[config.mk]
export PLATFORM = sky130hd
export DESIGN_NAME = icu_top
export DESIGN_NICKNAME = d
export VERILOG_FILES = /design/src/rtl/icu_pkg.sv /design/src/rtl/icu_arbiter.sv /design/src/rtl/icu_datapath.sv /design/src/rtl/icu_ctrl.sv /design/src/rtl/icu_top.sv
export SDC_FILE = /design/constraint.sdc
export NUM_CORES = 1
export LEC_CHECK = 0
export ABC_CLOCK_PERIOD_IN_PS = 14000
export BUFFER_PORTS_ARGS = -buffer_cell sky130_fd_sc_hd__buf_4
export CAP_MARGIN = 25
export CORE_MARGIN = 10
export CORE_UTILIZATION = 45
export DETAILED_ROUTE_END_ITERATION = 7
export PLACE_DENSITY = 0.67
export SYNTH_ARGS = -nofsm -noshare
export SYNTH_HDL_FRONTEND = slang
export SYNTH_SLANG_ARGS = --single-unit
[constraint.sdc]
create_clock -name clk -period 14 [get_ports clk]
set_clock_uncertainty 0.1 [all_clocks]
set_input_delay 2.8 -clock clk [delete_from_list [all_inputs] [get_ports clk]]
set_output_delay 2.8 -clock clk [all_outputs]
set_load 0.02 [all_outputs]
[src/rtl/icu_pkg.sv]
package icu_pkg;

  localparam int DATA_W   = 32;
  localparam int LVL_W    = 3;
  localparam int LVL_LSB  = 0;
  localparam int MODE_LSB = 4;
  localparam int FLAG_BIT = 8;
  localparam int EN_BIT   = 12;
  localparam int MASK_LSB = 16;

  localparam logic [LVL_W-1:0] LVL_OFF = 3'd7;

  typedef enum logic [1:0] {
    SENSE_FALL = 2'b00,
    SENSE_LOW  = 2'b01,
    SENSE_RISE = 2'b10,
    SENSE_HIGH = 2'b11
  } sense_e;

  // write strobe bundle from control to datapath
  typedef struct packed {
    logic             maskWe;
    logic             wrEn;
    sense_e           wrMode;
    logic             wrFlag;
    logic [LVL_W-1:0] wrLevel;
    logic [LVL_W-1:0] wrMask;
  } wrStrobe_t;

  function automatic logic isLevelSense(input sense_e m);
    return m[0];
  endfunction

endpackage

[src/rtl/icu_arbiter.sv]
module icu_arbiter
  import icu_pkg::*;
#(
  parameter int NUM_SRC = 6,
  parameter int ID_W    = 6,
  parameter int unsigned SRC_ID [NUM_SRC] = '{16, 1, 33, 48, 7, 21},
  localparam int IDX_W  = (NUM_SRC > 1) ? $clog2(NUM_SRC) : 1
) (
  input  logic [NUM_SRC-1:0]            eligVec,
  input  logic [NUM_SRC-1:0][LVL_W-1:0] levelVec,
  output logic                          winValid,
  output logic [IDX_W-1:0]              winIdx,
  output logic [LVL_W-1:0]              winLevel,
  output logic [ID_W-1:0]               winId
);

  // linear scan: lower level first, lower identifier on ties
  always_comb begin
    winValid = 1'b0;
    winIdx   = '0;
    winLevel = LVL_OFF;
    winId    = '1;
    for (int i = 0; i < NUM_SRC; i++) begin
      if (eligVec[i] &&
          (!winValid || (levelVec[i] < winLevel) ||
           ((levelVec[i] == winLevel) && (ID_W'(SRC_ID[i]) < winId)))) begin
        winValid = 1'b1;
        winIdx   = IDX_W'(i);
        winLevel = levelVec[i];
        winId    = ID_W'(SRC_ID[i]);
      end
    end
  end

endmodule

[src/rtl/icu_datapath.sv]
module icu_datapath
  import icu_pkg::*;
#(
  parameter int NUM_SRC = 6,
  parameter int ID_W    = 6,
  parameter int unsigned SRC_ID [NUM_SRC] = '{16, 1, 33, 48, 7, 21},
  localparam int IDX_W  = (NUM_SRC > 1) ? $clog2(NUM_SRC) : 1
) (
  input  logic                          clk,
  input  logic                          rstN,
  input  wrStrobe_t                     strobe,
  input  logic [NUM_SRC-1:0]            ctrlWe,
  input  logic [NUM_SRC-1:0]            srcIn,
  output logic [NUM_SRC-1:0]            syncVec,
  output logic [NUM_SRC-1:0]            flagVec,
  output logic [NUM_SRC-1:0]            enVec,
  output logic [NUM_SRC-1:0][1:0]       modeVec,
  output logic [NUM_SRC-1:0][LVL_W-1:0] levelVec,
  output logic [LVL_W-1:0]              maskLevel,
  output logic                          winValid,
  output logic [IDX_W-1:0]              winIdx,
  output logic [LVL_W-1:0]              winLevel,
  output logic [ID_W-1:0]               statusId
);

  logic [NUM_SRC-1:0] eligVec;
  logic [ID_W-1:0]    winId;

  for (genvar i = 0; i < NUM_SRC; i++) begin : gSrc
    logic             sMeta, sSync, sPrev;
    logic             flagQ, enQ;
    sense_e           modeQ;
    logic [LVL_W-1:0] lvlQ;
    sense_e           nextMode;
    logic             edgeHit;
    logic             levelHit;

    always_comb begin
      nextMode = ctrlWe[i] ? strobe.wrMode : modeQ;
      edgeHit  = ((nextMode == SENSE_RISE) &&  sSync && !sPrev) ||
                 ((nextMode == SENSE_FALL) && !sSync &&  sPrev);
      levelHit = (nextMode == SENSE_HIGH) ? sSync : !sSync;
    end

    always_ff @(posedge clk or negedge rstN) begin
      if (!rstN) begin
        sMeta <= 1'b0;
        sSync <= 1'b0;
        sPrev <= 1'b0;
        flagQ <= 1'b0;
        enQ   <= 1'b0;
        modeQ <= SENSE_FALL;
        lvlQ  <= LVL_OFF;
      end else begin
        sMeta <= srcIn[i];
        sSync <= sMeta;
        sPrev <= sSync;
        if (ctrlWe[i]) begin
          enQ   <= strobe.wrEn;
          modeQ <= strobe.wrMode;
          lvlQ  <= strobe.wrLevel;
        end
        if (isLevelSense(nextMode)) begin
          flagQ <= levelHit;
        end else if (edgeHit) begin
          flagQ <= 1'b1;
        end else if (ctrlWe[i] && !strobe.wrFlag) begin
          flagQ <= 1'b0;
        end
      end
    end

    assign syncVec[i]  = sSync;
    assign flagVec[i]  = flagQ;
    assign enVec[i]    = enQ;
    assign modeVec[i]  = modeQ;
    assign levelVec[i] = lvlQ;
    assign eligVec[i]  = flagQ && enQ && (lvlQ != LVL_OFF) && (lvlQ < maskLevel);
  end

  always_ff @(posedge clk or negedge rstN) begin
    if (!rstN) begin
      maskLevel <= '0;
    end else if (strobe.maskWe) begin
      maskLevel <= strobe.wrMask;
    end
  end

  icu_arbiter #(
    .NUM_SRC (NUM_SRC),
    .ID_W    (ID_W),
    .SRC_ID  (SRC_ID)
  ) uArb (
    .eligVec  (eligVec),
    .levelVec (levelVec),
    .winValid (winValid),
    .winIdx   (winIdx),
    .winLevel (winLevel),
    .winId    (winId)
  );

  always_ff @(posedge clk or negedge rstN) begin
    if (!rstN) begin
      statusId <= '0;
    end else begin
      statusId <= winValid ? winId : '0;
    end
  end

endmodule

[src/rtl/icu_ctrl.sv]
module icu_ctrl
  import icu_pkg::*;
#(
  parameter int NUM_SRC   = 6,
  parameter int ID_W      = 6,
  parameter int ADDR_W    = 6,
  parameter int CTRL_BASE = 16,
  parameter int STAT_ADDR = 0,
  parameter int MASK_ADDR = 1
) (
  input  logic [ADDR_W-1:0]             regAddr,
  input  logic                          regWe,
  input  logic [DATA_W-1:0]             regWdata,
  input  logic [NUM_SRC-1:0]            flagVec,
  input  logic [NUM_SRC-1:0]            enVec,
  input  logic [NUM_SRC-1:0][1:0]       modeVec,
  input  logic [NUM_SRC-1:0][LVL_W-1:0] levelVec,
  input  logic [LVL_W-1:0]              maskLevel,
  input  logic [ID_W-1:0]               statusId,
  output wrStrobe_t                     strobe,
  output logic [NUM_SRC-1:0]            ctrlWe,
  output logic [DATA_W-1:0]             regRdata
);

  always_comb begin
    strobe.maskWe  = regWe && (regAddr == ADDR_W'(MASK_ADDR));
    strobe.wrEn    = regWdata[EN_BIT];
    strobe.wrMode  = sense_e'(regWdata[MODE_LSB +: 2]);
    strobe.wrFlag  = regWdata[FLAG_BIT];
    strobe.wrLevel = regWdata[LVL_LSB +: LVL_W];
    strobe.wrMask  = regWdata[MASK_LSB +: LVL_W];
  end

  for (genvar i = 0; i < NUM_SRC; i++) begin : gDec
    assign ctrlWe[i] = regWe && (regAddr == ADDR_W'(CTRL_BASE + i));
  end

  always_comb begin
    regRdata = '0;
    if (regAddr == ADDR_W'(STAT_ADDR)) begin
      regRdata[ID_W-1:0] = statusId;
    end else if (regAddr == ADDR_W'(MASK_ADDR)) begin
      regRdata[MASK_LSB +: LVL_W] = maskLevel;
    end
    for (int i = 0; i < NUM_SRC; i++) begin
      if (regAddr == ADDR_W'(CTRL_BASE + i)) begin
        regRdata[LVL_LSB +: LVL_W] = levelVec[i];
        regRdata[MODE_LSB +: 2]    = modeVec[i];
        regRdata[FLAG_BIT]         = flagVec[i];
        regRdata[EN_BIT]           = enVec[i];
      end
    end
  end

endmodule

[src/rtl/icu_top.sv]
module icu_top
  import icu_pkg::*;
#(
  parameter int NUM_SRC = 6,
  parameter int ID_W    = 6,
  parameter int ADDR_W  = 6,
  parameter int unsigned SRC_ID [NUM_SRC] = '{16, 1, 33, 48, 7, 21},
  localparam int IDX_W  = (NUM_SRC > 1) ? $clog2(NUM_SRC) : 1
) (
  input  logic               clk,
  input  logic               rstN,
  input  logic [ADDR_W-1:0]  regAddr,
  input  logic               regWe,
  input  logic [31:0]        regWdata,
  output logic [31:0]        regRdata,
  input  logic [NUM_SRC-1:0] srcIn,
  output logic               irqOut
);

  wrStrobe_t                     strobe;
  logic [NUM_SRC-1:0]            ctrlWe;
  logic [NUM_SRC-1:0]            syncVec;
  logic [NUM_SRC-1:0]            flagVec;
  logic [NUM_SRC-1:0]            enVec;
  logic [NUM_SRC-1:0][1:0]       modeVec;
  logic [NUM_SRC-1:0][LVL_W-1:0] levelVec;
  logic [LVL_W-1:0]              maskLevel;
  logic                          winValid;
  logic [IDX_W-1:0]              winIdx;
  logic [LVL_W-1:0]              winLevel;
  logic [ID_W-1:0]               statusId;

  icu_ctrl #(
    .NUM_SRC (NUM_SRC),
    .ID_W    (ID_W),
    .ADDR_W  (ADDR_W)
  ) uCtrl (
    .regAddr   (regAddr),
    .regWe     (regWe),
    .regWdata  (regWdata),
    .flagVec   (flagVec),
    .enVec     (enVec),
    .modeVec   (modeVec),
    .levelVec  (levelVec),
    .maskLevel (maskLevel),
    .statusId  (statusId),
    .strobe    (strobe),
    .ctrlWe    (ctrlWe),
    .regRdata  (regRdata)
  );

  icu_datapath #(
    .NUM_SRC (NUM_SRC),
    .ID_W    (ID_W),
    .SRC_ID  (SRC_ID)
  ) uDp (
    .clk       (clk),
    .rstN      (rstN),
    .strobe    (strobe),
    .ctrlWe    (ctrlWe),
    .srcIn     (srcIn),
    .syncVec   (syncVec),
    .flagVec   (flagVec),
    .enVec     (enVec),
    .modeVec   (modeVec),
    .levelVec  (levelVec),
    .maskLevel (maskLevel),
    .winValid  (winValid),
    .winIdx    (winIdx),
    .winLevel  (winLevel),
    .statusId  (statusId)
  );

  assign irqOut = (statusId != '0);

endmodule

Word-level counts from Yosys, hierarchy flattened
Index checks and enable logic that the tools add are counted.

word-level totals
  input port bits = 47
  word-level logic and storage cells = 278
  output and inout bits = 33
  bits in registers = 69

operators by class
  order comparisons = 16
  muxes and demuxes = 75
  reduce and logical (&&, ||, !) cells = 113
  equality and inequality tests = 30

operator list
  cell                count
  $logic_and 1x1->1   65
  $mux 6              8
  $mux 1              42
  $mux 3              13
  $eq 6x5->1 const B  6
  $lt 3x3->1          11
  $eq 2x2->1 const B  12
  $mux 2              12
  $logic_not 1->1     18
  $ne 3x3->1 const B  6
  $reduce_bool 3->1   6
  $logic_or 1x1->1    16
  $eq 3x3->1          5
  $logic_not 2->1     6
  $lt 6x6->1 const A  2
  $eq 6x1->1 const B  1
  $logic_not 6->1     1
  $lt 1x6->1 const A  1
  $lt 3x6->1 const A  1
  $lt 5x6->1 const A  1
  $reduce_bool 6->1   1

Depth between registers and ports, before layout
Gate-level depths: netlist of run 1.

  word-level depth = 30
  gate-level depth with buffers = 32
  gate-level depth less buffers = 32

By module
From an unflattened synthesis of run 1, not the netlist that was laid out.

second synthesis, totals
  cell total of the unflattened synthesis = 476
  area total of the unflattened synthesis = 4808.4 um^2

by module, submodules not included
  module        area each (um^2)  seq. area each (um^2)  instances  cells an instance
  icu_datapath  3046.7            1749.2                 1          220
  icu_ctrl      874.6             0.0                    1          126
  icu_arbiter   873.3             0.0                    1          127
  icu_top       13.8              0.0                    1          3

Worst setup path after synthesis of run 1
OpenSTA, ideal clock, no wires.

  path kind = input to output
  start = input port regAddr[0]
  end = output port regRdata[5]
  buffers on the path = 1
  stages on the path = 4
  arrival = 4.070 ns
  path slack = 7.030 ns
  data required time = 11.100 ns
  cell sequence = buf_1 > mux4_2 > a222oi_1 > nand2_1

between the ends
  cells in the longest elaborated chain, start to end = 8
  elaborated cells between the ends (all ways) = 14
  those cells by class = 6 x eq/ne; 7 x mux; 1 x reduce/logical

ends and longest elaborated chain
  element              line            source
  start: declaration   icu_top.sv:12   input logic [ADDR_W-1:0] regAddr,
  $logic_not 6->1      icu_ctrl.sv:40  if (regAddr == ADDR_W'(STAT_ADDR)) begin
  $mux 6               icu_ctrl.sv:40
  $mux 2 (5 in a row)  icu_ctrl.sv:46  if (regAddr == ADDR_W'(CTRL_BASE + i)) begin
  $mux 2 *             icu_ctrl.sv:46
  end: declaration     icu_top.sv:15   output logic [31:0] regRdata,

Every way passes the cells marked *; elsewhere a longest branch is shown, timed or not.

Worst setup path after layout of run 1
  start = input port regAddr[3]
  end = output port regRdata[2]

between the ends
  cells in the longest elaborated chain, start to end = 8
  elaborated cells between the ends (all ways) = 14
  those cells by class = 6 x eq/ne; 7 x mux; 1 x reduce/logical

ends and longest elaborated chain
  element              line
  $logic_not 6->1      icu_ctrl.sv:40
  $mux 6               icu_ctrl.sv:40
  $mux 3 (5 in a row)  icu_ctrl.sv:46
  $mux 3 *             icu_ctrl.sv:46

Marked as above.

==> flow_metrics.env, run 1 <==
export IMPL_status="complete, no violations"
export IMPL_power_density_mw_per_mm2=125.1
export IMPL_critical_path_top_delay_family="simple AND/OR/NAND/NOR gates"
export IMPL_ys_ff_latch=68
export IMPL_postCtsHoldBufs=0
export IMPL_hold_violations=0
export IMPL_vias=2963
export IMPL_dpl_hpwl_mm=7.301
export IMPL_rsz0062_at_grt="false"
export IMPL_path_buf_inv=2
export IMPL_h_tree_depth=3
export IMPL_globalRouteTotalUtil_pct=15.15
export IMPL_crit_chain="buf_4 -> nor3_1 -> nand2b_1 -> nor3_1 -> nand2_1 -> a32oi_1 -> a221o_1 -> buf_4"
export IMPL_core_rowCount=34
export IMPL_area_growth_pct=11.34
export IMPL_clk_latency_ns=0.35
export IMPL_finalCriticalPeriod_ns=7.414
export IMPL_syn_area_per_cell_sq_um=10.86
export IMPL_placed_area_sq_mm=0.004304
export IMPL_dieHeight_um=114.5
export IMPL_ant_nets=0
export IMPL_critPathSlowestCell="nor3_1"
export IMPL_grt_pass1_wl_mm=15.90
export IMPL_drc_errors=0
export IMPL_clk_pin_slew_ns=0.07
export IMPL_core_region_area_sq_mm=0.008721
export IMPL_fin_area_sq_mm=0.004472
export IMPL_gp_congestion=0.8186
export IMPL_wirelength_mm=9.537
export IMPL_crit_start="regAddr[3]"
export IMPL_period_share_pct=52.95
export IMPL_cts_tree="yes"
export IMPL_cts_root_buf="clkbuf_8"
export IMPL_cts_made_buffers=9
export IMPL_nets=477
export IMPL_post_cts_buffers=0
export IMPL_utilization_pct=51.28
export IMPL_hold_start="uDp.gSrc[0].sMeta"
export IMPL_wl_per_cell_um=18.24
export IMPL_synthXorXnorAreaFrac_pct=0
export IMPL_startpoint_type="input port"
export IMPL_first_pass_iters=4
export IMPL_synth_cell_area_sq_mm=0.004016
export IMPL_io_pins=80
export IMPL_timing_setup_tns_ns=0
export IMPL_grt_max_degree=69
export IMPL_ys_warn_count=0
export IMPL_start_util_pct=46.05
export IMPL_p_leak_nw=2.029
export IMPL_hold_class="flop to flop"
export IMPL_syn_inst=370
export IMPL_vdd_drop_max_mv=0.07185
export IMPL_antenna_found_initial=0
export IMPL_p_total_uw=559.5
export IMPL_fill_cells=806
export IMPL_critPathMaxStageDelay_ns=0.54
export IMPL_slew_violations=0
export IMPL_clockBufferDepth=2
export IMPL_slew_headroom_pct=41.03
export IMPL_die_x_um=114.5
export IMPL_synth_top_family_by_area="multiplexers"
export IMPL_overflow=0
export IMPL_synth_flop_cell="dfrtp_1"
export IMPL_diodes=0
export IMPL_synth_compound_area_share_pct=16.20
export IMPL_required_ns=11.10
export IMPL_critPathKind="input port to primary output"
export IMPL_drive_gt1_share_pct=32.53
export IMPL_synthSimpleGateAreaFrac_pct=11.12
export IMPL_worst_slew_pin_slew_ns=0.8735
export IMPL_synth_edf_count=0
export IMPL_grt_pass1_vias=3146
export IMPL_timing_fmax_ghz=0.1349
export IMPL_timing_rr_start="uDp.maskLevel[1]"
export IMPL_max_cap_violations=0
export IMPL_setup_viol=0
export IMPL_drt_iter0_markers=166
export IMPL_ys_seq_area_share_pct=42.93
export IMPL_synth_fa_ha_area_share_pct=6.511
export IMPL_yosysUniqueCellTypes=66
export IMPL_portBuffers=35
export IMPL_end_kind="primary output"
export IMPL_cts_resized_gates=0
export IMPL_drt_vias_per_instance=5.665
export IMPL_cts_sinks=68
export IMPL_crit_fanout=5
export IMPL_dieArea_sq_mm=0.01310
export IMPL_async_flop_share_pct=100.0
export IMPL_worstPathArrival_ns=4.51
export IMPL_synth_mux_area_share_pct=16.29
power breakdown:
part	total [mW]	switching, mW	internal, mW
Sequential	0.258	0.0290	0.229
Combinational	0.163	0.0880	0.0745
Clock	0.139	0.0755	0.0631
worst register-to-register path: cells and delay by family (launching register included):
kind	cells	cell delay (ns)
flops	1	0.37
fa+ha+maj	6	1.85
simple gates	5	0.53
compound gates	16	2.85
mux	3	1.05
buf+inv	1	0.25
synth_stat cells (2+ instances only):
library cell / instances / share of area [%]
a31oi_1: 9 / 1.4
a21oi_1: 6 / 0.75
dfrtp_1: 50 / 31
nor3_1: 13 / 1.6
mux2i_1: 2 / 0.50
o2111ai_1: 2 / 0.44
a21o_1: 4 / 0.75
ha_1: 20 / 6.2
nand3b_1: 2 / 0.37
inv_1: 23 / 2.1
o21bai_1: 2 / 0.37
nor3b_1: 2 / 0.37
mux2_4: 3 / 1.1
a22oi_1: 2 / 0.37
o21ai_0: 27 / 3.4
mux2_2: 42 / 12
a222oi_1: 6 / 1.5
o21ai_1: 2 / 0.25
o22ai_1: 2 / 0.31
a311oi_1: 2 / 0.44
nor2_1: 21 / 2.0
and2_1: 2 / 0.31
nor2b_1: 3 / 0.47
dfstp_2: 18 / 12
nand2b_1: 5 / 0.78
a21boi_0: 3 / 0.56
buf_1: 2 / 0.19
nand3_1: 4 / 0.50
mux4_2: 3 / 1.7
mux2_1: 2 / 0.56
or2_2: 6 / 0.93
nand2_1: 23 / 2.1
o2bb2ai_1: 2 / 0.44
buf_4: 23 / 4.3
flip-flops by register name, summed over array words and instances (netlist names):
register and cells:
uDp.gSrc.lvlQ 18, uDp.gSrc.modeQ 12, uDp.gSrc.enQ 6, uDp.gSrc.flagQ 6, uDp.gSrc.sMeta 6, uDp.gSrc.sPrev 6, uDp.gSrc.sSync 6, uDp.statusId 5
uDp.maskLevel 3
metrics by stage:
step                setup slack, ns  hold WS [ns]  cells
floorplan                     7.030        0.2312    391
global placement              6.546        0.2329    507
detailed placement            6.588        0.2347    507
CTS                           6.571        0.2517    523
global route                  6.367        0.2600    523
finish                        6.586        0.2493    523
cell usage in the layout, fill, tap and decap left out, types with 3 or more instances in the layout:
cell / instances
dfrtp_1: 50
mux2_2: 42
buf_4: 35
o21ai_0: 27
nand2_1: 23
inv_1: 23
conb_1: 22
nor2_1: 21
ha_1: 20
dfstp_2: 18
nor3_1: 13
a31oi_1: 9
clkbuf_8: 9
a21oi_1: 6
a222oi_1: 6
or2_2: 6
nand2b_1: 5
nand3_1: 4
a21o_1: 4
clkinv_2: 4
nor2b_1: 3
a21boi_0: 3
mux2_4: 3
mux4_2: 3
path summary, 6_finish.rpt:
check                               endpoint  slack (ns)  cells after the start
setup reg to reg             uDp.statusId[0]        6.90                     31
setup / recovery                 regRdata[2]        6.59                      8
min in group asynchronous  uDp.gSrc[5].sMeta        2.45                      1
hold reg to reg            uDp.gSrc[0].sSync        0.25                      0
hold / removal             uDp.gSrc[0].sSync        0.25                      0
max in group asynchronous  uDp.gSrc[1].sPrev       10.81                      1
kinds of logic (layout without fill, tap and decap cells):
logic type	count (synthesis)	count (layout)
AOI/OAI and AO/OA	88	88
adders and majority gates	21	21
DFF	68	68
other	1	22
and+or+nand+nor	89	89
muxes	53	53
buffers and inverters	50	74
metal layers:
metal,wire [um],track usage [%]
met1,4213,19.07
met2,4738,25.14
met3,490,3.564
met4,95,4.511
met5,0,0
area by class of cell:
cell class | instances | area, sq um | share of cell area (%)
Clock buffer | 9 | 123.9 | 2.770
Clock inverter | 7 | 43.79 | 0.9793
Inverter | 23 | 86.33 | 1.931
Multi-Input combinational cell | 273 | 2096 | 46.87
Sequential cell | 68 | 1724 | 38.56
Tap cell | 108 | 135.1 | 3.022
Timing Repair Buffer | 35 | 262.8 | 5.876
Note: power is estimated with default switching activity, not from simulation.
==> inputs of run 2 (changes only) <==
--- a/config.mk
+++ b/config.mk
@@ -5,13 +5,13 @@
 export SDC_FILE = /design/constraint.sdc
 export NUM_CORES = 1
 export LEC_CHECK = 0
-export ABC_CLOCK_PERIOD_IN_PS = 14000
+export ABC_CLOCK_PERIOD_IN_PS = 6150
 export BUFFER_PORTS_ARGS = -buffer_cell sky130_fd_sc_hd__buf_4
 export CAP_MARGIN = 25
 export CORE_MARGIN = 10
 export CORE_UTILIZATION = 45
 export DETAILED_ROUTE_END_ITERATION = 7
-export PLACE_DENSITY = 0.67
+export PLACE_DENSITY = 0.7
 export SYNTH_ARGS = -nofsm -noshare
 export SYNTH_HDL_FRONTEND = slang
 export SYNTH_SLANG_ARGS = --single-unit
==> constraint.sdc (replaced) <==
create_clock -name clk -period 6.15 [get_ports clk]
set_clock_uncertainty 0.1 [all_clocks]
set_input_delay 1.23 -clock clk [delete_from_list [all_inputs] [get_ports clk]]
set_output_delay 1.23 -clock clk [all_outputs]
set_load 0.02 [all_outputs]
==> run 2 against run 1 <==
  * The flow now finishes with violations (setup timing)
  * Core utilization is 4.5 points higher
  * Non-clock buffer count up 27
  * Wire length is 4.9% higher
  * Power rose to 2.6 times the previous value
  * Hold slack better by 0.0021 ns
  * Sequential cell count unchanged
  * Design area up 8.7%
  * Sequential power increased by 130%
  * Critical endpoint is now uDp.statusId[2]
  * Largest cell class unchanged
==> flow_metrics.env, run 2 (synthesized netlist as in run 1, its figures left out) <==
export IMPL_portBuffers=35
export IMPL_cts_made_buffers=9
export IMPL_antenna_found_initial=0
export IMPL_vias=3137
export IMPL_power_density_mw_per_mm2=302.2
export IMPL_period_share_pct=101.5
export IMPL_critPathKind="flop to flop"
export IMPL_min_path_cells=0
export IMPL_die_x_um=114.5
export IMPL_globalRouteTotalUtil_pct=15.57
export IMPL_largest_reg_flops=18
export IMPL_drt_iter0_markers=161
export IMPL_grt_max_degree=69
export IMPL_overflow=0
export IMPL_wl_per_cell_um=18.19
export IMPL_layout_commonest_cell="buf_4"
export IMPL_setup_slack_ns=-0.09135
export IMPL_timing_fmax_ghz=0.1602
export IMPL_clockBufferDepth=2
export IMPL_utilization_pct=55.75
export IMPL_max_cap_violations=0
export IMPL_worstPathArrival_ns=6.37
export IMPL_p_leak_nw=2.198
export IMPL_violations="setup timing"
export IMPL_first_pass_iters=5
export IMPL_cts_tree="yes"
export IMPL_nets=504
export IMPL_final_cell_mix="buf_4, dfrtp_1, mux2_2, o21ai_0"
export IMPL_seq_area_sq_mm=0.001724
export IMPL_end_kind="flop"
export IMPL_core_region_area_sq_mm=0.008721
export IMPL_core_rowCount=34
export IMPL_setup_viol=3
export IMPL_crit_top_cell="buf_4"
export IMPL_crit_fanout=4
export IMPL_reg_top3="uDp.gSrc.lvlQ (18), uDp.gSrc.modeQ (12)"
export IMPL_slew_headroom_pct=44.76
export IMPL_grt_pass1_wl_mm=16.34
export IMPL_diodes=0
export IMPL_regMostFlops="uDp.gSrc.lvlQ"
export IMPL_area_growth_pct=21.06
export IMPL_cts_sinks=68
export IMPL_hold_class="flop to flop"
export IMPL_startpoint_type="flop"
export IMPL_start_util_pct=46.05
export IMPL_slew_violations=0
export IMPL_dpl_hpwl_mm=7.469
export IMPL_dieHeight_um=114.5
export IMPL_critPathMaxStageDelay_ns=0.56
export IMPL_status="finished, violations left"
export IMPL_ant_nets=0
export IMPL_io_pins=80
export IMPL_clk_pin_slew_ns=0.08
export IMPL_r2r_cells=30
export IMPL_grt_pass1_vias=3280
export IMPL_drt_vias_per_instance=5.704
export IMPL_clk_latency_ns=0.34
export IMPL_drive_gt1_share_pct=40.50
export IMPL_drc_errors=0
export IMPL_h_tree_depth=3
export IMPL_worst_slew_pin_slew_ns=0.8285
export IMPL_postCtsHoldBufs=0
export IMPL_holdWs_ns=0.2515
export IMPL_gp_congestion=0.8470
export IMPL_dieArea_sq_mm=0.01310
export IMPL_vdd_drop_max_mv=0.2203
export IMPL_timing_setup_tns_ns=-0.1728
export IMPL_finalCriticalPeriod_ns=6.241
export IMPL_hold_violations=0
export IMPL_cts_root_buf="clkbuf_8"
export IMPL_wirelength_mm=10.01
export IMPL_critPathSlowestCell="dfstp_2"
export IMPL_multi_input_area_sq_mm=0.002216
export IMPL_pre_cts_ws_ns=-0.2544
export IMPL_required_ns=6.28
export IMPL_fill_cells=772
export IMPL_p_total_mw=1.469
export IMPL_rsz0062_at_grt="true"
-- run 2: layer usage --
metal  part of all wire (%)  track usage, %  vias to the layer above
met2                     52           26.88                       93
met1                     41           18.21                     1574
met5                      0               0                        -
met3                    5.4           4.193                       13
li1                       -               -                     1457
met4                    1.6           5.096                        0
-- run 2: final cells by class --
class / instances / area share [%]
timing repair buffer: 62 / 9.573
clock buffer: 11 / 3.114
inverter: 23 / 1.776
clock inverter: 5 / 1.724
sequential: 68 / 35.46
tap: 108 / 2.779
multi-input combinational: 273 / 45.57
-- run 2: stage by stage --
stage	cells	instance area, sq um
floorplan	391	4103
global placement	522	4424
detailed placement	522	4424
CTS	548	4840
global route	550	4862
finish	550	4862
-- run 2: path summary, 6_finish.rpt --
check / start / end / slack, ns
max reg2reg: uDp.gSrc[0].lvlQ[1] / uDp.statusId[2] / -0.09
max: uDp.gSrc[0].lvlQ[1] / uDp.statusId[2] / -0.09
max in group asynchronous: rstN / uDp.gSrc[0].modeQ[0] / 4.53
min: uDp.gSrc[2].sMeta / uDp.gSrc[2].sSync / 0.25
min reg2reg: uDp.gSrc[2].sMeta / uDp.gSrc[2].sSync / 0.25
min in group asynchronous: rstN / uDp.gSrc[4].sMeta / 0.88
-- run 2: power breakdown --
part | total (mW) | internal, mW | switching, mW
registers | 0.585 | 0.522 | 0.0624
logic | 0.465 | 0.229 | 0.236
clock network | 0.420 | 0.251 | 0.169
total | 1.47 | 1.00 | 0.467
-- run 2: timing repair --
item,CTS,global route
setup endpoints to repair,5,5
setup buffers,10,2
gates resized for setup,18,2
pin swaps,10,14
-- run 2: worst max-delay path: cells and delay by family, from the launching register on --
| kind | cells | cell delay, ns |
|---|---|---|
| buf+inv | 8 | 0.96 |
| flops | 1 | 0.56 |
| mux | 3 | 0.86 |
| simple gates | 5 | 0.90 |
| fa+ha+maj | 5 | 1.36 |
| compound gates | 9 | 1.39 |
